$ cat src/rtl/cmd_pkg.sv
package cmd_pkg;

    localparam int BYTE_W = 8;
    localparam logic [BYTE_W-1:0] ERR_TAG = 8'hFA;

    typedef enum logic [3:0] {
        S_IDLE, S_OPER1, S_OPER2, S_RESP, S_ERR1, S_ERR2,
        S_WAIT_HI, S_WAIT_LO, S_SHIFT
    } state_e;

    typedef enum logic [3:0] {
        K_SHIFT, K_GPIO_LO, K_RD_LO, K_GPIO_HI, K_RD_HI, K_LOOP_ON,
        K_LOOP_OFF, K_DIV, K_FLUSH, K_WAIT_HI, K_WAIT_LO, K_BAD
    } op_kind_e;

    typedef struct packed {
        logic [BYTE_W-1:0] first;
        logic [BYTE_W-1:0] second;
    } oper_pair_t;

    function automatic op_kind_e classify(input logic [BYTE_W-1:0] op);
        op_kind_e k;
        if (!op[7]) begin
            k = K_SHIFT;
        end else begin
            case (op)
                8'h80:   k = K_GPIO_LO;
                8'h81:   k = K_RD_LO;
                8'h82:   k = K_GPIO_HI;
                8'h83:   k = K_RD_HI;
                8'h84:   k = K_LOOP_ON;
                8'h85:   k = K_LOOP_OFF;
                8'h86:   k = K_DIV;
                8'h87:   k = K_FLUSH;
                8'h88:   k = K_WAIT_HI;
                8'h89:   k = K_WAIT_LO;
                default: k = K_BAD;
            endcase
        end
        return k;
    endfunction

    function automatic logic takes_operands(input op_kind_e k);
        return (k == K_GPIO_LO) || (k == K_GPIO_HI) || (k == K_DIV);
    endfunction

endpackage

$ cat src/rtl/cmd_classify.sv
module cmd_classify
    import cmd_pkg::*;
(
    input  logic [BYTE_W-1:0] opcode,
    output op_kind_e          kind,
    output logic              has_oper
);
    always_comb begin
        kind     = classify(opcode);
        has_oper = takes_operands(kind);
    end
endmodule

$ cat src/rtl/pin_bank.sv
module pin_bank
    import cmd_pkg::*;
#(
    parameter int NLO  = 8,
    parameter int NHI  = 4,
    parameter int DIVW = 16,
    localparam int NPIN = NLO + NHI
) (
    input  logic            clk,
    input  logic            rst,
    input  logic            wr_lo,
    input  logic [NLO-1:0]  lo_val,
    input  logic [NLO-1:0]  lo_dir,
    input  logic            wr_hi,
    input  logic [NHI-1:0]  hi_val,
    input  logic [NHI-1:0]  hi_dir,
    input  logic            wr_div,
    input  logic [DIVW-1:0] div_val,
    input  logic            loop_set,
    input  logic            loop_clr,
    output logic [NPIN-1:0] pins_out,
    output logic [NPIN-1:0] pins_oe,
    output logic [DIVW-1:0] divisor,
    output logic            loopback
);
    logic [NLO-1:0] lo_val_q, lo_dir_q;
    logic [NHI-1:0] hi_val_q, hi_dir_q;

    always_ff @(posedge clk) begin
        if (rst) begin
            lo_val_q <= '0;
            lo_dir_q <= '0;
        end else if (wr_lo) begin
            lo_val_q <= lo_val;
            lo_dir_q <= lo_dir;
        end
    end

    always_ff @(posedge clk) begin
        if (rst) begin
            hi_val_q <= '0;
            hi_dir_q <= '0;
        end else if (wr_hi) begin
            hi_val_q <= hi_val;
            hi_dir_q <= hi_dir;
        end
    end

    always_ff @(posedge clk) begin
        if (rst) begin
            divisor  <= '0;
            loopback <= 1'b0;
        end else begin
            if (wr_div)   divisor  <= div_val;
            if (loop_set) loopback <= 1'b1;
            else if (loop_clr) loopback <= 1'b0;
        end
    end

    assign pins_out = {hi_val_q, lo_val_q};
    assign pins_oe  = {hi_dir_q, lo_dir_q};
endmodule

$ cat src/rtl/resp_slot.sv
module resp_slot
    import cmd_pkg::*;
(
    input  logic              clk,
    input  logic              rst,
    input  logic              load,
    input  logic [BYTE_W-1:0] load_data,
    output logic              free,
    output logic [BYTE_W-1:0] out_data,
    output logic              out_valid,
    input  logic              out_ready
);
    assign free = !out_valid || out_ready;

    always_ff @(posedge clk) begin
        if (rst) begin
            out_valid <= 1'b0;
            out_data  <= '0;
        end else if (load) begin
            out_valid <= 1'b1;
            out_data  <= load_data;
        end else if (out_ready) begin
            out_valid <= 1'b0;
        end
    end
endmodule

$ cat src/rtl/cmd_dispatch.sv
module cmd_dispatch
    import cmd_pkg::*;
#(
    parameter int NLO      = 8,
    parameter int NHI      = 4,
    parameter int WAIT_BIT = 1,
    localparam int NPIN    = NLO + NHI,
    localparam int DIVW    = 2 * BYTE_W
) (
    input  logic              clk,
    input  logic              rst,
    input  logic              enable,
    input  logic [BYTE_W-1:0] in_data,
    input  logic              in_valid,
    output logic              in_ready,
    output logic [BYTE_W-1:0] out_data,
    output logic              out_valid,
    input  logic              out_ready,
    input  logic [NPIN-1:0]   pins_in,
    output logic [NPIN-1:0]   pins_out,
    output logic [NPIN-1:0]   pins_oe,
    output logic              loopback,
    output logic [DIVW-1:0]   divisor,
    output logic              flush_pulse,
    output logic              job_start,
    output logic [BYTE_W-1:0] job_op,
    input  logic              job_done,
    output logic [BYTE_W-1:0] eng_rx_data,
    output logic              eng_rx_valid,
    input  logic              eng_rx_ready,
    input  logic [BYTE_W-1:0] eng_tx_data,
    input  logic              eng_tx_valid,
    output logic              eng_tx_ready
);
    logic       hold;
    state_e     state_q;
    op_kind_e   kind, kind_q;
    logic       has_oper;
    oper_pair_t oper;
    logic [BYTE_W-1:0] op_q, resp_q;
    logic       in_fire, commit, slot_free, slot_load;
    logic [BYTE_W-1:0] slot_data;
    logic       wait_lvl;

    assign hold     = rst || !enable;
    assign wait_lvl = pins_in[NLO + WAIT_BIT];

    cmd_classify u_cls (.opcode(in_data), .kind(kind), .has_oper(has_oper));

    always_comb begin
        case (state_q)
            S_IDLE, S_OPER1, S_OPER2: in_ready = enable;
            S_SHIFT:                  in_ready = enable && eng_rx_ready;
            default:                  in_ready = 1'b0;
        endcase
    end

    assign in_fire      = in_valid && in_ready;
    assign commit       = (state_q == S_OPER2) && in_fire;
    assign oper.first   = op_q;
    assign oper.second  = in_data;
    assign eng_rx_valid = (state_q == S_SHIFT) && in_valid;
    assign eng_rx_data  = in_data;
    assign eng_tx_ready = (state_q == S_SHIFT) && slot_free;

    always_comb begin
        slot_load = 1'b0;
        slot_data = resp_q;
        case (state_q)
            S_RESP:  slot_load = slot_free;
            S_ERR1:  begin slot_load = slot_free; slot_data = ERR_TAG; end
            S_ERR2:  begin slot_load = slot_free; slot_data = op_q;    end
            S_SHIFT: begin slot_load = slot_free && eng_tx_valid; slot_data = eng_tx_data; end
            default: ;
        endcase
    end

    always_ff @(posedge clk) begin
        if (hold) begin
            state_q     <= S_IDLE;
            kind_q      <= K_BAD;
            op_q        <= '0;
            resp_q      <= '0;
            flush_pulse <= 1'b0;
            job_start   <= 1'b0;
            job_op      <= '0;
        end else begin
            flush_pulse <= 1'b0;
            job_start   <= 1'b0;
            case (state_q)
                S_IDLE: if (in_fire) begin
                    kind_q <= kind;
                    op_q   <= in_data;
                    if (has_oper) begin
                        state_q <= S_OPER1;
                    end else begin
                        case (kind)
                            K_SHIFT: begin
                                job_start <= 1'b1;
                                job_op    <= in_data;
                                state_q   <= S_SHIFT;
                            end
                            K_RD_LO: begin
                                resp_q  <= pins_in[NLO-1:0];
                                state_q <= S_RESP;
                            end
                            K_RD_HI: begin
                                resp_q  <= BYTE_W'(pins_in[NPIN-1:NLO]);
                                state_q <= S_RESP;
                            end
                            K_FLUSH:   flush_pulse <= 1'b1;
                            K_WAIT_HI: state_q <= S_WAIT_HI;
                            K_WAIT_LO: state_q <= S_WAIT_LO;
                            K_BAD:     state_q <= S_ERR1;
                            default:   ;
                        endcase
                    end
                end
                S_OPER1: if (in_fire) begin
                    op_q    <= in_data;
                    state_q <= S_OPER2;
                end
                S_OPER2:   if (in_fire) state_q <= S_IDLE;
                S_RESP:    if (slot_free) state_q <= S_IDLE;
                S_ERR1:    if (slot_free) state_q <= S_ERR2;
                S_ERR2:    if (slot_free) state_q <= S_IDLE;
                S_WAIT_HI: if (wait_lvl)  state_q <= S_IDLE;
                S_WAIT_LO: if (!wait_lvl) state_q <= S_IDLE;
                S_SHIFT:   if (job_done)  state_q <= S_IDLE;
                default:   state_q <= S_IDLE;
            endcase
        end
    end

    pin_bank #(.NLO(NLO), .NHI(NHI), .DIVW(DIVW)) u_pins (
        .clk      (clk),
        .rst      (hold),
        .wr_lo    (commit && kind_q == K_GPIO_LO),
        .lo_val   (oper.first[NLO-1:0]),
        .lo_dir   (oper.second[NLO-1:0]),
        .wr_hi    (commit && kind_q == K_GPIO_HI),
        .hi_val   (oper.first[NHI-1:0]),
        .hi_dir   (oper.second[NHI-1:0]),
        .wr_div   (commit && kind_q == K_DIV),
        .div_val  ({oper.second, oper.first}),
        .loop_set (state_q == S_IDLE && in_fire && kind == K_LOOP_ON),
        .loop_clr (state_q == S_IDLE && in_fire && kind == K_LOOP_OFF),
        .pins_out (pins_out),
        .pins_oe  (pins_oe),
        .divisor  (divisor),
        .loopback (loopback)
    );

    resp_slot u_out (
        .clk       (clk),
        .rst       (hold),
        .load      (slot_load),
        .load_data (slot_data),
        .free      (slot_free),
        .out_data  (out_data),
        .out_valid (out_valid),
        .out_ready (out_ready)
    );
endmodule

$ cat config.mk
export PLATFORM = sky130hd
export DESIGN_NAME = cmd_dispatch
export DESIGN_NICKNAME = d
export VERILOG_FILES = /design/src/rtl/cmd_pkg.sv /design/src/rtl/cmd_classify.sv /design/src/rtl/pin_bank.sv /design/src/rtl/resp_slot.sv /design/src/rtl/cmd_dispatch.sv
export SDC_FILE = /design/constraint.sdc
export NUM_CORES = 1
export LEC_CHECK = 0
export BUFFER_PORTS_ARGS = -buffer_cell sky130_fd_sc_hd__buf_2
export CORE_MARGIN = 3
export CORE_UTILIZATION = 40
export CTS_CLUSTER_DIAMETER = 50
export DETAILED_ROUTE_END_ITERATION = 7
export MAX_ROUTING_LAYER = met4
export SLEW_MARGIN = 20
export SYNTH_ARGS = -nofsm -noshare
export SYNTH_HDL_FRONTEND = slang
export SYNTH_SLANG_ARGS = --single-unit
$ cat constraint.sdc
create_clock -name clk -period 3.79 [get_ports clk]
set_input_delay 0.758 -clock clk [delete_from_list [all_inputs] [get_ports clk]]
set_output_delay 0.758 -clock clk [all_outputs]
set_load 0.005 [all_outputs]
---- Yosys cells after proc, flatten, opt, wreduce, memory -nomap -nowiden ----
Cells that the tools add are included.
operators by class
  eq/ne operators ......................... 41
  multiplexer cells ....................... 23
  bitwise logic cells ..................... 3
  reductions and logical operators ........ 34
operators with widths
  kind                  number
  $eq A8 B8 Y1 const B  10
  $mux W4               10
  $pmux W4 S10          1
  $eq A4 B3 Y1 const B  9
  $pmux W4 S8           1
  $pmux W8 S3           1
  $eq A4 B2 Y1 const B  5
  $eq A4 B4 Y1 const B  5
  $pmux W4 S5           1
  $pmux W8 S2           1
  $ne A2 B2 Y1 const B  7
  $eq A4 B1 Y1 const B  3
  $logic_and A1 B1 Y1   12
  $reduce_and A9 Y1     1
  $logic_not A4 Y1      2
  $reduce_and A4 Y1     2
  $ne A7 B3 Y1 const B  1
  $mux W1               6
  $reduce_bool A2 Y1    3
  $reduce_or A2 Y1      3
  $reduce_or A3 Y1      2
  $logic_or A1 B1 Y1    4
  $pmux W1 S2           2
  $reduce_and A2 Y1     2
  other kinds (4)       7
storage, ports and cells
  flip-flop bits (word level) ............. 84
  input bits .............................. 36
  output and inout port bits .............. 71
  logic and storage cells ................. 116

---- Logic depth before layout (Yosys ltp) ----
Gate-level depths: netlist of run 1.
  depth in word-level cells ............... 9
  gate-level depth with buffers ........... 7
  gate-level depth less buffers ........... 5

---- By module ----
From an unflattened synthesis of run 1, not the netlist that was laid out.
second synthesis, totals
  cell total of the unflattened synthesis .. 420
  area total of the unflattened synthesis .. 3900.0 um^2
by module, submodules not included
  module        times used  cells each  area each (um^2)  seq. area each (um^2)
  cmd_dispatch  1           241         1983.2            680.7
  pin_bank      1           134         1480.2            820.8
  resp_slot     1           30          321.6             180.2
  cmd_classify  1           15          115.1             0.0

---- Worst setup path after synthesis of run 1 ----
OpenSTA, ideal clock, no wires.
  path type ............................... input port to flip-flop
  from .................................... in in_data[4]
  to ...................................... reg resp_q[3]
  library setup time ...................... 88 ps
  arrival ................................. 2382 ps
  data required time ...................... 3702 ps
  slack ................................... 1320 ps
  stages .................................. 7
  path buffers ............................ 2
  path through ............................ or3_1 -> buf_2 -> or4_4 -> nor3_4 -> buf_6 -> nor2_1 -> a311oi_2
between the ends
  word-level cells in the longest chain between the ends .. 8
  elaborated cells between the ends (all ways) .. 23
  those cells by class .................... 15 x eq/ne; 3 x mux; 1 x bitwise; 4 x reduce/logical
RTL lines
  element                                       RTL line             source
  start, declared                               cmd_dispatch.sv:13   input logic [BYTE_W-1:0] in_data,
  $eq A8 B8 Y1                                  cmd_pkg.sv:26        case (op)
  $pmux W4 S10 *                                cmd_pkg.sv:26
  $mux W4 *                                     cmd_pkg.sv:23        if (!op[7]) begin
  $eq A4 B1 Y1 or $eq A4 B2 Y1 (tied branches)  cmd_pkg.sv:44        return (k == K_GPIO_LO) || (k == K_GPIO_HI) || (k == K_DIV);
  $logic_or A1 B1 Y1 (2 in a row)               cmd_pkg.sv:44
  $not A1 Y1 (no line)                          n/a
  $reduce_and A4 Y1 (no line)                   n/a
  end signal, assigned                          cmd_dispatch.sv:104  resp_q <= pins_in[NLO-1:0];
  end signal, assigned                          cmd_dispatch.sv:108  resp_q <= BYTE_W'(pins_in[NPIN-1:NLO]);
  end, declared                                 cmd_dispatch.sv:40   logic [BYTE_W-1:0] op_q, resp_q;
Mark *: on every way between the ends. The rest lies on a longest branch, timed or not.
A chain may end at the register's enable or synchronous reset.

---- Final worst setup path of run 1 ----
  from .................................... reg state_q[0]
  to ...................................... out eng_tx_ready
between the ends
  word-level cells in the longest chain between the ends .. 2
RTL lines
  element                 RTL line             source
  start, declared         cmd_dispatch.sv:36   state_e state_q;
  start signal, assigned  cmd_dispatch.sv:80   state_q <= S_IDLE;
  start signal, assigned  cmd_dispatch.sv:95   state_q <= S_OPER1;
  start signal, assigned  cmd_dispatch.sv:101  state_q <= S_SHIFT;
  $eq A4 B4 Y1            cmd_dispatch.sv:64   assign eng_tx_ready = (state_q == S_SHIFT) && slot_free;
  $logic_and A1 B1 Y1     cmd_dispatch.sv:64
  end, declared           cmd_dispatch.sv:33   output logic eng_tx_ready
No other way between the ends.

==> impl_metrics.xml, run 1 <==
<?xml version="1.0" encoding="UTF-8"?>
<metrics>
  <group name="run_status">
    <metric name="outcome" unit="">finished, final reports clean</metric>
  </group>
  <group name="final_layout">
    <metric name="design.final.nets" unit="">555</metric>
    <metric name="area.growth.synth_to_final" unit="%">19.6</metric>
    <metric name="stdcell_count" unit="">631</metric>
    <metric name="filler_cell_count" unit="">882</metric>
    <metric name="multiInputGateArea" unit="µm²">1820</metric>
    <metric name="antenna-diode-count" unit="">0</metric>
    <metric name="seq_cell_area" unit="µm²">1680</metric>
    <metric name="drive_above_1_share" unit="%">27.0</metric>
  </group>
  <group name="timing">
    <metric name="final_period_minus_worst_setup_slack" unit="ns">2.72</metric>
    <metric name="maxClockFrequency" unit="MHz">368</metric>
    <metric name="setup-violations-final" unit="">0</metric>
    <metric name="fin_crit_sh" unit="%">71.7</metric>
    <metric name="worstMarginPinSlew" unit="ns">0.972</metric>
    <metric name="fin_skew" unit="ns">0.00689</metric>
    <metric name="grt_setup_unrepaired" unit="">false</metric>
    <metric name="fin_setup_tns" unit="ns">0</metric>
    <metric name="relSlewSlack" unit="%">35.1</metric>
    <metric name="maxSlewViolCount" unit="">0</metric>
    <metric name="finalHoldViolCount" unit="">0</metric>
  </group>
  <group name="detailed_routing">
    <metric name="wl_per_cell" unit="µm">16.2</metric>
    <metric name="highest-signal-layer" unit="">met4</metric>
    <metric name="route.layer.met1.wl" unit="µm">4700</metric>
    <metric name="drtIter0Drc" unit="">182</metric>
    <metric name="route.vias.total" unit="">3428</metric>
    <metric name="post_route_wl" unit="µm">10200</metric>
    <metric name="drc_errors" unit="">0</metric>
    <metric name="via_per_inst" unit="">5.43</metric>
    <metric name="drt.antenna.violating_nets" unit="">0</metric>
    <metric name="detail_route.first_pass.iterations" unit="">4</metric>
    <metric name="met2_wirelength" unit="µm">4810</metric>
    <metric name="routed-wl-met3" unit="µm">529</metric>
  </group>
  <group name="placed_design">
    <metric name="place_congestion" unit="">0.935</metric>
    <metric name="detailed_place_hpwl" unit="µm">7160</metric>
    <metric name="place.port_buffers" unit="">106</metric>
    <metric name="dpl.cell_count" unit="">616</metric>
  </group>
  <group name="clock_network">
    <metric name="post_cts_hold_buffer_count" unit="">0</metric>
    <metric name="clk_transition_reported_paths" unit="ns">0.08</metric>
    <metric name="cts_buffer_depth" unit="">2</metric>
    <metric name="ctsHtreeMaxLevel" unit="">3</metric>
    <metric name="ctsRootBufferMaster" unit="">sky130_fd_sc_hd__clkbuf_8</metric>
    <metric name="cts_buffers" unit="">9</metric>
    <metric name="post_cts_resize_count" unit="">0</metric>
    <metric name="cts.sink_count" unit="">84</metric>
    <metric name="postCtsSetupRepairBufs" unit="">0</metric>
    <metric name="tritoncts" unit="">yes</metric>
    <metric name="worstSkewPairLatency" unit="ns">0.35</metric>
  </group>
  <group name="floorplanning">
    <metric name="fp.coreArea" unit="µm²">8890</metric>
    <metric name="fp-row-count" unit="">34</metric>
    <metric name="chipHeight" unit="µm">102</metric>
    <metric name="num_io_pins" unit="">107</metric>
    <metric name="initial_utilization" unit="%">41.8</metric>
    <metric name="die_width" unit="µm">102</metric>
    <metric name="design.die.area" unit="µm²">10500</metric>
  </group>
  <group name="global_route">
    <metric name="grt_pass1_wl" unit="µm">16200</metric>
    <metric name="antenna_violations_before_repair" unit="">0</metric>
    <metric name="grt_start_max_net_pins" unit="">55</metric>
    <metric name="globalRouteTotalUtil" unit="%">20.5</metric>
    <metric name="globalRoute.totalOverflow" unit="">0</metric>
    <metric name="first_global_vias" unit="">3161</metric>
  </group>
  <group name="synthesis">
    <metric name="synth_seq_area_share" unit="%">45.2</metric>
    <metric name="synth_edf_count" unit="">0</metric>
    <metric name="synth_ff_type" unit="">sky130_fd_sc_hd__dfxtp_1</metric>
    <metric name="syn_avg_cell_area" unit="µm²">8.51</metric>
    <metric name="ff_latch_count_synth" unit="">84</metric>
    <metric name="async_reset_ff_share" unit="%">0</metric>
    <metric name="synthesis.yosys.warnings" unit="">0</metric>
    <metric name="yosysUniqueCellTypes" unit="">48</metric>
    <metric name="postSynthCellCount" unit="">437</metric>
    <metric name="postSynthNetCount" unit="">473</metric>
    <metric name="synth.cell_area" unit="µm²">3720</metric>
  </group>
  <group name="worst_setup_path">
    <metric name="crit_path_end_kind" unit="">output port</metric>
    <metric name="worst-endpoint-required" unit="ns">3.03</metric>
    <metric name="setup.worst_path.start_class" unit="">flip-flop</metric>
    <metric name="worstPathMaxFanout" unit="">19</metric>
    <metric name="crit_arrival" unit="ns">1.96</metric>
    <metric name="timing.setup.critical_path_class" unit="">flip-flop to output port</metric>
  </group>
  <group name="pwr">
    <metric name="p_seq_share" unit="%">53.0</metric>
    <metric name="netSwitchingPower" unit="µW">417</metric>
    <metric name="p_sw_share" unit="%">24.6</metric>
    <metric name="comb_power_share" unit="%">8.3</metric>
    <metric name="p_int" unit="µW">1280</metric>
    <metric name="p_leak" unit="µW">0.00178</metric>
    <metric name="cellPowerDensity" unit="nW/µm²">381</metric>
    <metric name="vdd_ir_drop_max" unit="mV">0.290</metric>
    <metric name="power_frac_clock" unit="%">38.7</metric>
  </group>
  <group name="flow_run">
    <metric name="maxCapViolations" unit="">0</metric>
  </group>
  <group name="hold_path">
    <metric name="worstHoldPathType" unit="">flip-flop to flip-flop</metric>
  </group>
</metrics>
==> kinds of logic (layout without fill, tap and decap cells) <==
logic type      after synthesis  in the layout  share of synthesized area, %
flops                        84             84                          45.2
compound gates               86             86                          15.3
simple gates                183            183                          24.1
mux                          32             32                          8.61
xor+xnor                      2              2                         0.471
buf+inv                      50            136                          6.36
==> layout make-up <==
| cell class | count | share of cell area (%) |
|---|---|---|
| clock inverter | 4 | 1.10 |
| multi-input combinational | 303 | 40.9 |
| timing repair buffer | 112 | 12.9 |
| inverter | 9 | 0.760 |
| sequential | 84 | 37.8 |
| tap | 108 | 3.04 |
| clock buffer | 11 | 3.40 |
==> worst max-delay path, stage by stage (launching register included) <==
cell	delay, ns
sky130_fd_sc_hd__dfxtp_1	0.55
sky130_fd_sc_hd__or4b_2	0.81
sky130_fd_sc_hd__nor2_1	0.13
sky130_fd_sc_hd__buf_2	0.12
==> cells in the mapped netlist (all sizes together) (2+ instances only) <==
library cell | count | area, µm²
dfxtp | 84 | 1680
nor2 | 56 | 210
nand2 | 48 | 180
nand3 | 38 | 190
mux2i | 32 | 320
o21ai | 32 | 160
clkbuf | 24 | 90.1
a21oi | 21 | 105
buf | 17 | 113
nand2b | 10 | 62.6
inv | 9 | 33.8
nor3 | 9 | 67.6
a211oi | 7 | 52.6
a221oi | 6 | 52.6
a311oi | 6 | 65.1
nor2b | 3 | 18.8
nor3b | 3 | 27.5
or3 | 3 | 18.8
a31oi | 2 | 12.5
a32oi | 2 | 17.5
nand4 | 2 | 12.5
nor4 | 2 | 27.5
nor4b | 2 | 23.8
o31ai | 2 | 15.0
or2 | 2 | 12.5
or4 | 2 | 18.8
xnor2 | 2 | 17.5
==> power groups by stage <==
stage | clock, µW | sequential, µW | combinational, µW
after CTS | 671 | 897 | 141
final | 656 | 897 | 141
after detailed placement | 0 | 918 | 140
after floorplan | 0 | 914 | 91.8
after global routing | 704 | 898 | 155
after global placement | 0 | 918 | 140
==> through the flow <==
step / hold WS, ns / power (µW) / util (%) / area (µm²) / worst slack (ns)
after floorplan: 0.426 / 1010 / - / 3720 / 1.32
after global placement: 0.414 / 1060 / 47.7 / 4240 / 1.00
after detailed placement: 0.424 / 1060 / 47.7 / 4240 / 0.920
after CTS: 0.440 / 1710 / 50.0 / 4440 / 1.07
after global routing: 0.481 / 1760 / 50.0 / 4450 / 0.943
final: 0.440 / 1690 / 50.0 / 4450 / 1.07
==> placed cells by master (no fill, tap or decap), types with 2 or more instances in the layout <==
| cell | n |
|---|---|
| sky130_fd_sc_hd__nor3_1 | 6 |
| sky130_fd_sc_hd__nand3_1 | 38 |
| sky130_fd_sc_hd__nor2_1 | 56 |
| sky130_fd_sc_hd__a21oi_1 | 21 |
| sky130_fd_sc_hd__dfxtp_1 | 84 |
| sky130_fd_sc_hd__buf_4 | 6 |
| sky130_fd_sc_hd__clkinv_2 | 2 |
| sky130_fd_sc_hd__a311oi_1 | 4 |
| sky130_fd_sc_hd__mux2i_1 | 32 |
| sky130_fd_sc_hd__a31oi_1 | 2 |
| sky130_fd_sc_hd__o31ai_1 | 2 |
| sky130_fd_sc_hd__nand4_1 | 2 |
| sky130_fd_sc_hd__nor3_4 | 2 |
| sky130_fd_sc_hd__nor3b_1 | 2 |
| sky130_fd_sc_hd__a32oi_1 | 2 |
| sky130_fd_sc_hd__or3_1 | 3 |
| sky130_fd_sc_hd__nor2b_1 | 2 |
| sky130_fd_sc_hd__inv_1 | 9 |
| sky130_fd_sc_hd__a211oi_1 | 7 |
| sky130_fd_sc_hd__a221oi_1 | 6 |
| sky130_fd_sc_hd__buf_2 | 106 |
| sky130_fd_sc_hd__xnor2_1 | 2 |
| sky130_fd_sc_hd__nand2b_1 | 9 |
| sky130_fd_sc_hd__a311oi_2 | 2 |
| sky130_fd_sc_hd__o21ai_1 | 8 |
| sky130_fd_sc_hd__clkbuf_8 | 11 |
| sky130_fd_sc_hd__or2_1 | 2 |
| sky130_fd_sc_hd__o21ai_0 | 24 |
| sky130_fd_sc_hd__nand2_1 | 48 |
==> metal layers <==
layer  up-vias  GRT usage, %
met5         -             -
met4         0          7.47
met3        19          3.48
met2       108          31.8
met1      1612          26.8
li1       1689             -
==> worst paths after layout <==
kind	startpoint	endpoint	slack (ns)	cells after the start
min reg2reg	job_op[7]$_SDFFE_PP0P_	job_op[7]$_SDFFE_PP0P_	0.44	2
max reg2reg	state_q[0]$_SDFFE_PP0P_	u_pins.divisor[7]$_SDFFE_PP0P_	1.21	6
min	job_op[7]$_SDFFE_PP0P_	job_op[7]$_SDFFE_PP0P_	0.44	2
max	state_q[0]$_SDFFE_PP0P_	eng_tx_ready	1.07	3
==> flip-flops by register name, summed over array words and instances (netlist names) <==
| signal | count |
|---|---|
| flush_pulse | 1 |
| job_op | 8 |
| job_start | 1 |
| kind_q | 4 |
| op_q | 8 |
| resp_q | 8 |
| state_q | 4 |
| u_out.out_data | 8 |
| u_out.out_valid | 1 |
| u_pins.divisor | 16 |
| u_pins.hi_dir_q | 4 |
| u_pins.hi_val_q | 4 |
| u_pins.lo_dir_q | 8 |
| u_pins.lo_val_q | 8 |
| u_pins.loopback | 1 |
(Power assumes the default switching activity.)
==> inputs of run 2 (changes only) <==
- ABC_AREA: default -> 1
- PLACE_DENSITY: default -> 0.66
- clock period: 3.79 -> 2.4 ns (I/O delays scaled with it)
==> run 2 against run 1 <==
Against the previous run:
- die area rose by 3.9%
- design area rose by 4.8%
- sequential share of layout area fell by 1.7 points
- largest cell class unchanged
- hold slack got worse by 0.032 ns
- global-route usage barely moved
- critical endpoint is now u_pins.divisor[8]$_SDFFE_PP0P_
==> impl_metrics.xml, run 2 <==
<?xml version="1.0" encoding="UTF-8"?>
<metrics>
  <group name="global_route">
    <metric name="antenna_violations_before_repair" unit="">0</metric>
    <metric name="globalRoute.totalOverflow" unit="">0</metric>
    <metric name="first_global_vias" unit="">3662</metric>
    <metric name="grt_start_max_net_pins" unit="">43</metric>
    <metric name="globalRouteTotalUtil" unit="%">20.5</metric>
    <metric name="grt_pass1_wl" unit="µm">18000</metric>
  </group>
  <group name="synthesis">
    <metric name="postSynthCellCount" unit="">554</metric>
    <metric name="synth.area.top_cells" unit="">sky130_fd_sc_hd__dfxtp_1 43%, sky130_fd_sc_hd__nand2_1 14%, sky130_fd_sc_hd__nor2_1 7.3%</metric>
    <metric name="synth.cell_area" unit="µm²">3870</metric>
    <metric name="yosysMostFrequentCell" unit="">sky130_fd_sc_hd__nand2_1</metric>
    <metric name="postSynthNetCount" unit="">590</metric>
    <metric name="synth_largest_type_area_fraction" unit="%">43.4</metric>
    <metric name="async_reset_ff_share" unit="%">0</metric>
    <metric name="synthesis.yosys.warnings" unit="">0</metric>
    <metric name="synth_edf_count" unit="">0</metric>
    <metric name="synth_commonest_cells" unit="">140 x sky130_fd_sc_hd__nand2_1, 84 x sky130_fd_sc_hd__dfxtp_1, 75 x sky130_fd_sc_hd__nor2_1, 54 x sky130_fd_sc_hd__a21oi_1, 47 x sky130_fd_sc_hd__inv_1</metric>
    <metric name="synth_ff_type" unit="">sky130_fd_sc_hd__dfxtp_1</metric>
    <metric name="yosysUniqueCellTypes" unit="">31</metric>
    <metric name="synth_area_leader" unit="">sky130_fd_sc_hd__dfxtp_1</metric>
    <metric name="synth_seq_area_share" unit="%">43.4</metric>
    <metric name="ff_latch_count_synth" unit="">84</metric>
    <metric name="syn_avg_cell_area" unit="µm²">6.99</metric>
  </group>
  <group name="placed_design">
    <metric name="place_congestion" unit="">0.921</metric>
    <metric name="detailed_place_hpwl" unit="µm">7910</metric>
    <metric name="place.port_buffers" unit="">106</metric>
  </group>
  <group name="clock_network">
    <metric name="worstSkewPairLatency" unit="ns">0.34</metric>
    <metric name="post_cts_resize_count" unit="">0</metric>
    <metric name="postCtsSetupRepairBufs" unit="">0</metric>
    <metric name="cts_buffers" unit="">9</metric>
    <metric name="ctsHtreeMaxLevel" unit="">3</metric>
    <metric name="post_cts_hold_buffer_count" unit="">0</metric>
    <metric name="clk_transition_reported_paths" unit="ns">0.08</metric>
    <metric name="cts.sink_count" unit="">84</metric>
    <metric name="ctsRootBufferMaster" unit="">sky130_fd_sc_hd__clkbuf_8</metric>
    <metric name="cts_buffer_depth" unit="">2</metric>
    <metric name="tritoncts" unit="">yes</metric>
  </group>
  <group name="run_status">
    <metric name="outcome" unit="">finished, final reports clean</metric>
  </group>
  <group name="pwr">
    <metric name="netSwitchingPower" unit="µW">726</metric>
    <metric name="p_leak" unit="µW">0.00218</metric>
    <metric name="p_int" unit="µW">2020</metric>
    <metric name="p_seq_share" unit="%">52.4</metric>
    <metric name="p_sw_share" unit="%">26.4</metric>
    <metric name="power_frac_clock" unit="%">35.9</metric>
    <metric name="cellPowerDensity" unit="nW/µm²">591</metric>
    <metric name="vdd_ir_drop_max" unit="mV">0.411</metric>
    <metric name="comb_power_share" unit="%">11.8</metric>
  </group>
  <group name="timing">
    <metric name="fin_setup_tns" unit="ns">0</metric>
    <metric name="setup-violations-final" unit="">0</metric>
    <metric name="finalHoldViolCount" unit="">0</metric>
    <metric name="hold_slack" unit="ns">0.407</metric>
    <metric name="worstMarginPinSlew" unit="ns">0.520</metric>
    <metric name="grt_setup_unrepaired" unit="">false</metric>
    <metric name="fin_skew" unit="ns">0.00705</metric>
    <metric name="fin_crit_sh" unit="%">84.7</metric>
    <metric name="final_period_minus_worst_setup_slack" unit="ns">2.03</metric>
    <metric name="maxSlewViolCount" unit="">0</metric>
    <metric name="maxClockFrequency" unit="MHz">492</metric>
    <metric name="relSlewSlack" unit="%">65.2</metric>
  </group>
  <group name="final_layout">
    <metric name="design.final.nets" unit="">683</metric>
    <metric name="layout.cells.most_common" unit="">sky130_fd_sc_hd__nand2_1</metric>
    <metric name="largest_register_ffs" unit="">16</metric>
    <metric name="seq_cell_area" unit="µm²">1680</metric>
    <metric name="antenna-diode-count" unit="">0</metric>
    <metric name="area.growth.synth_to_final" unit="%">20.3</metric>
    <metric name="multiInputGateArea" unit="µm²">1810</metric>
    <metric name="top_register" unit="">u_pins.divisor</metric>
    <metric name="drive_above_1_share" unit="%">23.0</metric>
    <metric name="filler_cell_count" unit="">975</metric>
    <metric name="layout.cells.most_common_list" unit="">140 x sky130_fd_sc_hd__nand2_1, 106 x sky130_fd_sc_hd__buf_2, 84 x sky130_fd_sc_hd__dfxtp_1, 74 x sky130_fd_sc_hd__nor2_1, 54 x sky130_fd_sc_hd__a21oi_1</metric>
  </group>
  <group name="floorplanning">
    <metric name="fp.coreArea" unit="µm²">9330</metric>
    <metric name="chipHeight" unit="µm">104</metric>
    <metric name="design.die.area" unit="µm²">10900</metric>
    <metric name="initial_utilization" unit="%">41.5</metric>
    <metric name="fp-row-count" unit="">35</metric>
    <metric name="die_width" unit="µm">104</metric>
    <metric name="num_io_pins" unit="">107</metric>
  </group>
  <group name="hold_path">
    <metric name="hold_path_end" unit="">resp_q[7]$_SDFFE_PP0P_</metric>
    <metric name="min-delay-start" unit="">pins_in[7]</metric>
    <metric name="whs_path_depth" unit="">3</metric>
    <metric name="worstHoldPathType" unit="">primary input to flip-flop</metric>
  </group>
  <group name="detailed_routing">
    <metric name="wl_per_cell" unit="µm">13.8</metric>
    <metric name="post_route_wl" unit="µm">10700</metric>
    <metric name="drt.antenna.violating_nets" unit="">0</metric>
    <metric name="route.vias.total" unit="">3908</metric>
    <metric name="via_per_inst" unit="">5.01</metric>
    <metric name="drtIter0Drc" unit="">166</metric>
    <metric name="drc_errors" unit="">0</metric>
    <metric name="detail_route.first_pass.iterations" unit="">4</metric>
  </group>
  <group name="worst_setup_path">
    <metric name="worst-endpoint-required" unit="ns">2.63</metric>
    <metric name="slowest_delay" unit="ns">0.33</metric>
    <metric name="crit_path_end_kind" unit="">flip-flop</metric>
    <metric name="crit_arrival" unit="ns">2.26</metric>
    <metric name="regToRegSetupSlack" unit="ns">0.37</metric>
    <metric name="setup.worst_path.start_class" unit="">flip-flop</metric>
    <metric name="timing.setup.critical_path_class" unit="">flip-flop to flip-flop</metric>
    <metric name="critical_path.cell_chain" unit="">inv_2 &gt; nand2_2 &gt; nor3_2 &gt; nand3_1 &gt; o21ai_4 &gt; nand2_2 &gt; nor2_8 &gt; nand3_2 &gt; nand2_1 &gt; a21oi_1</metric>
    <metric name="startpoint" unit="">state_q[0]$_SDFFE_PP0P_</metric>
    <metric name="worstReg2RegStart" unit="">state_q[0]$_SDFFE_PP0P_</metric>
    <metric name="r2r_end" unit="">u_pins.divisor[8]$_SDFFE_PP0P_</metric>
    <metric name="reg2regPathDepth" unit="">10</metric>
    <metric name="slowest_stage" unit="">sky130_fd_sc_hd__nand3_2</metric>
    <metric name="worstPathMaxFanout" unit="">18</metric>
    <metric name="critical-path-top-cell-by-count" unit="">sky130_fd_sc_hd__nand2_2</metric>
  </group>
  <group name="flow_run">
    <metric name="maxCapViolations" unit="">0</metric>
  </group>
</metrics>
-- run 2: cell types whose count changed after synthesis, sizes merged, moves of 7 or more --
cell    change
inv        +41
nand2b     -10
nand2      +95
clkbuf     -10
mux2i      -32
nand4      +19
a21oi      +33
a211oi      -7
nor2       +22
-- run 2: critical path: cells and delay by family (launching register included) --
family / cells / cell delay [ns]
AOI/OAI and AO/OA: 2 / 0.19
buffers and inverters: 1 / 0.15
DFF: 1 / 0.32
and+or+nand+nor: 7 / 1.24
-- run 2: stage by stage --
step           total power, µW  instances  utilization [%]  worst slack, ns  area [µm²]
2_1_floorplan             1680        554                -            0.597        3870
3_3_place_gp              1790        765             47.9            0.298        4470
3_5_place_dp              1800        765             47.9            0.237        4470
4_1_cts                   2780        780             49.9            0.391        4660
5_1_grt                   2870        780             49.9            0.196        4660
6_report                  2750        780             49.9            0.368        4660
-- run 2: power groups by stage --
stage               sequential, µW  combinational, µW  clock, µW
floorplan                     1470                218          0
global placement              1470                319          0
detailed placement            1470                322          0
CTS                           1440                324       1010
global route                  1440                365       1060
finish                        1440                323        987
-- run 2: logic make-up (layout without fill, tap and decap cells) --
kind of cell / count (synthesis) / after routing / share of synthesized area [%]
and+or+nand+nor: 283 / 283 / 32.5
DFF: 84 / 84 / 43.4
AOI/OAI and AO/OA: 100 / 100 / 14.1
buffers and inverters: 87 / 184 / 9.98
-- run 2: worst max path at each step --
| stage | to | slack (ns) | depth (start not counted) |
|---|---|---|---|
| floorplan | state_q[0]$_SDFFE_PP0P_ | 0.60 | 13 |
| global placement | job_op[0]$_SDFFE_PP0P_ | 0.30 | 11 |
| detailed placement | job_op[5]$_SDFFE_PP0P_ | 0.24 | 11 |
| CTS | u_pins.divisor[8]$_SDFFE_PP0P_ | 0.39 | 10 |
| global route | job_op[5]$_SDFFE_PP0P_ | 0.20 | 8 |
| finish | u_pins.divisor[8]$_SDFFE_PP0P_ | 0.37 | 10 |
-- run 2: cell type report --
class,instances,share of cell area (%)
Clock buffer,11,3.04
Clock inverter,4,1.07
Inverter,50,4.03
Multi-Input combinational cell,383,38.8
Sequential cell,84,36.1
Tap cell,129,3.46
Timing Repair Buffer,119,13.5
-- run 2: metal layers --
| layer | up-vias | routed length, µm | GRT usage, % |
|---|---|---|---|
| met5 | - | 0 | - |
| met4 | 0 | 131 | 5.22 |
| met3 | 16 | 621 | 4.78 |
| met2 | 116 | 5070 | 33.6 |
| met1 | 1796 | 4910 | 25.5 |
| li1 | 1980 | - | - |
==> inputs of run 3 (changes only) <==
- clock period: 2.4 -> 1.6 ns (I/O delays scaled with it)
==> run 3 against run 2 <==
Against the previous run:
- the flow now finishes with violations (setup timing)
- wire length grew 19%
- design area grew 22%
- largest cell class unchanged
- combinational power grew to 2.5 times the previous value
- cell count grew 9.7%
- highest routed layer unchanged
- via count grew 12%
- non-clock buffer count grew 72
==> impl_metrics.xml, run 3 (same netlist as run 2, synthesis figures left out) <==
<?xml version="1.0" encoding="UTF-8"?>
<metrics>
  <group name="placed_design">
    <metric name="dpl.cell_count" unit="">818</metric>
    <metric name="detailed_place_hpwl" unit="µm">8720</metric>
    <metric name="place_area" unit="µm²">4950</metric>
    <metric name="place_congestion" unit="">0.977</metric>
    <metric name="place.port_buffers" unit="">106</metric>
  </group>
  <group name="global_route">
    <metric name="globalRouteTotalUtil" unit="%">23.4</metric>
    <metric name="grt_start_max_net_pins" unit="">29</metric>
    <metric name="first_global_vias" unit="">4021</metric>
    <metric name="antenna_violations_before_repair" unit="">0</metric>
    <metric name="globalRoute.totalOverflow" unit="">0</metric>
    <metric name="grt_pass1_wl" unit="µm">20000</metric>
  </group>
  <group name="detailed_routing">
    <metric name="drtIter0Drc" unit="">323</metric>
    <metric name="drc_errors" unit="">0</metric>
    <metric name="post_route_wl" unit="µm">12800</metric>
    <metric name="route.vias.total" unit="">4394</metric>
    <metric name="wl_per_cell" unit="µm">14.9</metric>
    <metric name="via_per_inst" unit="">5.13</metric>
    <metric name="drt.antenna.violating_nets" unit="">0</metric>
    <metric name="detail_route.first_pass.iterations" unit="">5</metric>
  </group>
  <group name="final_layout">
    <metric name="top_register" unit="">u_pins.divisor</metric>
    <metric name="stdcell_count" unit="">856</metric>
    <metric name="largest_register_ffs" unit="">16</metric>
    <metric name="layout.cells.most_common_list" unit="">130 x sky130_fd_sc_hd__nand2_1, 105 x sky130_fd_sc_hd__buf_2, 81 x sky130_fd_sc_hd__dfxtp_1, 67 x sky130_fd_sc_hd__nor2_1, 64 x sky130_fd_sc_hd__buf_4</metric>
    <metric name="drive_above_1_share" unit="%">38.7</metric>
    <metric name="design.final.nets" unit="">758</metric>
    <metric name="filler_cell_count" unit="">842</metric>
    <metric name="antenna-diode-count" unit="">0</metric>
    <metric name="layout_cell_area_excl_fill" unit="µm²">5660</metric>
    <metric name="area.growth.synth_to_final" unit="%">46.2</metric>
    <metric name="layout.cells.most_common" unit="">sky130_fd_sc_hd__nand2_1</metric>
  </group>
  <group name="worst_setup_path">
    <metric name="setup.worst_path.start_class" unit="">flip-flop</metric>
    <metric name="startpoint" unit="">state_q[2]$_SDFFE_PP0P_</metric>
    <metric name="worstReg2RegStart" unit="">state_q[2]$_SDFFE_PP0P_</metric>
    <metric name="regToRegSetupSlack" unit="ns">-0.16</metric>
    <metric name="crit_arrival" unit="ns">1.47</metric>
    <metric name="r2r_end" unit="">resp_q[4]$_SDFFE_PP0P_</metric>
    <metric name="reg2regPathDepth" unit="">11</metric>
    <metric name="worstPathMaxFanout" unit="">2</metric>
    <metric name="timing.setup.critical_path_class" unit="">flip-flop to output port</metric>
    <metric name="crit_path_end_kind" unit="">output port</metric>
    <metric name="worst-endpoint-required" unit="ns">1.28</metric>
  </group>
  <group name="hold_path">
    <metric name="min-delay-start" unit="">pins_in[6]</metric>
    <metric name="hold_path_end" unit="">resp_q[6]$_SDFFE_PP0P_</metric>
    <metric name="worstHoldPathType" unit="">primary input to flip-flop</metric>
    <metric name="whs_path_depth" unit="">3</metric>
  </group>
  <group name="timing">
    <metric name="finalHoldViolCount" unit="">0</metric>
    <metric name="worstMarginPinSlew" unit="ns">0.562</metric>
    <metric name="maxSlewViolCount" unit="">0</metric>
    <metric name="fin_skew" unit="ns">0.0181</metric>
    <metric name="fin_crit_sh" unit="%">112</metric>
    <metric name="final_period_minus_worst_setup_slack" unit="ns">1.79</metric>
    <metric name="maxClockFrequency" unit="MHz">559</metric>
    <metric name="postLayoutSetupSlackWorst" unit="ns">-0.189</metric>
    <metric name="relSlewSlack" unit="%">62.5</metric>
    <metric name="grt_setup_unrepaired" unit="">true</metric>
    <metric name="hold_slack" unit="ns">0.207</metric>
    <metric name="setup-violations-final" unit="">74</metric>
  </group>
  <group name="clock_network">
    <metric name="clk_transition_reported_paths" unit="ns">0.09</metric>
    <metric name="cts_buffers" unit="">9</metric>
    <metric name="ctsRootBufferMaster" unit="">sky130_fd_sc_hd__clkbuf_8</metric>
    <metric name="tritoncts" unit="">yes</metric>
    <metric name="ctsHtreeMaxLevel" unit="">3</metric>
    <metric name="cts_buffer_depth" unit="">2</metric>
    <metric name="worstSkewPairLatency" unit="ns">0.37</metric>
    <metric name="post_cts_hold_buffer_count" unit="">0</metric>
    <metric name="cts.sink_count" unit="">84</metric>
  </group>
  <group name="floorplanning">
    <metric name="initial_utilization" unit="%">41.5</metric>
    <metric name="num_io_pins" unit="">107</metric>
    <metric name="fp.coreArea" unit="µm²">9330</metric>
    <metric name="design.die.area" unit="µm²">10900</metric>
    <metric name="die_width" unit="µm">104</metric>
    <metric name="chipHeight" unit="µm">104</metric>
    <metric name="fp-row-count" unit="">35</metric>
  </group>
  <group name="pwr">
    <metric name="p_leak" unit="µW">0.00266</metric>
    <metric name="p_total" unit="µW">4420</metric>
    <metric name="cellPowerDensity" unit="nW/µm²">780</metric>
    <metric name="vdd_ir_drop_max" unit="mV">0.468</metric>
  </group>
  <group name="run_status">
    <metric name="outcome" unit="">finished with violations</metric>
    <metric name="violated_checks" unit="">setup timing</metric>
  </group>
  <group name="flow_run">
    <metric name="maxCapViolations" unit="">0</metric>
  </group>
</metrics>
## run 3: cell count changes in the layout (fill, tap and decap cells not counted), moves of 11 or more
cell / delta
sky130_fd_sc_hd__buf_4: +51
sky130_fd_sc_hd__o21ai_1: +13
sky130_fd_sc_hd__buf_6: +11
sky130_fd_sc_hd__a21oi_2: +16
sky130_fd_sc_hd__o21ai_0: -19
sky130_fd_sc_hd__a21oi_1: -16
## run 3: per-stage QoR
stage	setup TNS (ns)	worst slack, ns	utilization, %
2_1_floorplan	-0.186	-0.0119	-
6_report	-7.94	-0.189	60.7
4_1_cts	-6.17	-0.182	58.4
5_1_grt	-16.64	-0.272	60.7
3_3_place_gp	-1.48	-0.119	53.1
3_5_place_dp	-3.74	-0.122	53.1
## run 3: cell type report
class	instances	area [µm²]	area share, %
Clock inverter	7	57.6	1.02
Tap cell	129	161	2.85
Clock buffer	9	124	2.19
Timing Repair Buffer	191	1350	23.9
Sequential cell	84	1690	29.8
Inverter	50	190	3.36
Multi-Input combinational cell	386	2090	37.0
## run 3: how the worst max path moves through the flow
stage                                           end  slack (ns)  cells after the start
finish                                     in_ready       -0.19                      7
global route                 job_op[1]$_SDFFE_PP0P_       -0.27                     12
CTS                                        in_ready       -0.18                      7
detailed placement          state_q[1]$_SDFFE_PP0P_       -0.12                     14
global placement            state_q[3]$_SDFFE_PP0P_       -0.12                     15
floorplan           u_pins.hi_val_q[0]$_SDFFE_PP0P_       -0.01                     11
## run 3: critical path: stages, from the launching register on
cell and delay (ns):
sky130_fd_sc_hd__dfxtp_2 0.35, sky130_fd_sc_hd__buf_6 0.12, sky130_fd_sc_hd__nor2_4 0.11, sky130_fd_sc_hd__nand2_2 0.09, sky130_fd_sc_hd__o21ai_4 0.17, sky130_fd_sc_hd__buf_6 0.12
sky130_fd_sc_hd__buf_6 0.08, sky130_fd_sc_hd__buf_6 0.08
## run 3: routing by layer
metal	up-vias	track usage, %	wire length [µm]
li1	2145	-	-
met3	32	3.60	870
met2	188	36.4	6020
met5	-	-	0
met4	0	8.07	305
met1	2029	30.9	5580
## run 3: power by group
group	switching, µW	internal, µW
combinational	448	371
clock	848	585
sequential	41.5	2130
total	1340	3080
## run 3: timing repair
action                     4_1_cts  5_1_grt
setup endpoints to repair       71       86
resized for setup               52       46
setup buffers                   11        5
cloned                           4        2
pin swaps                       16       29
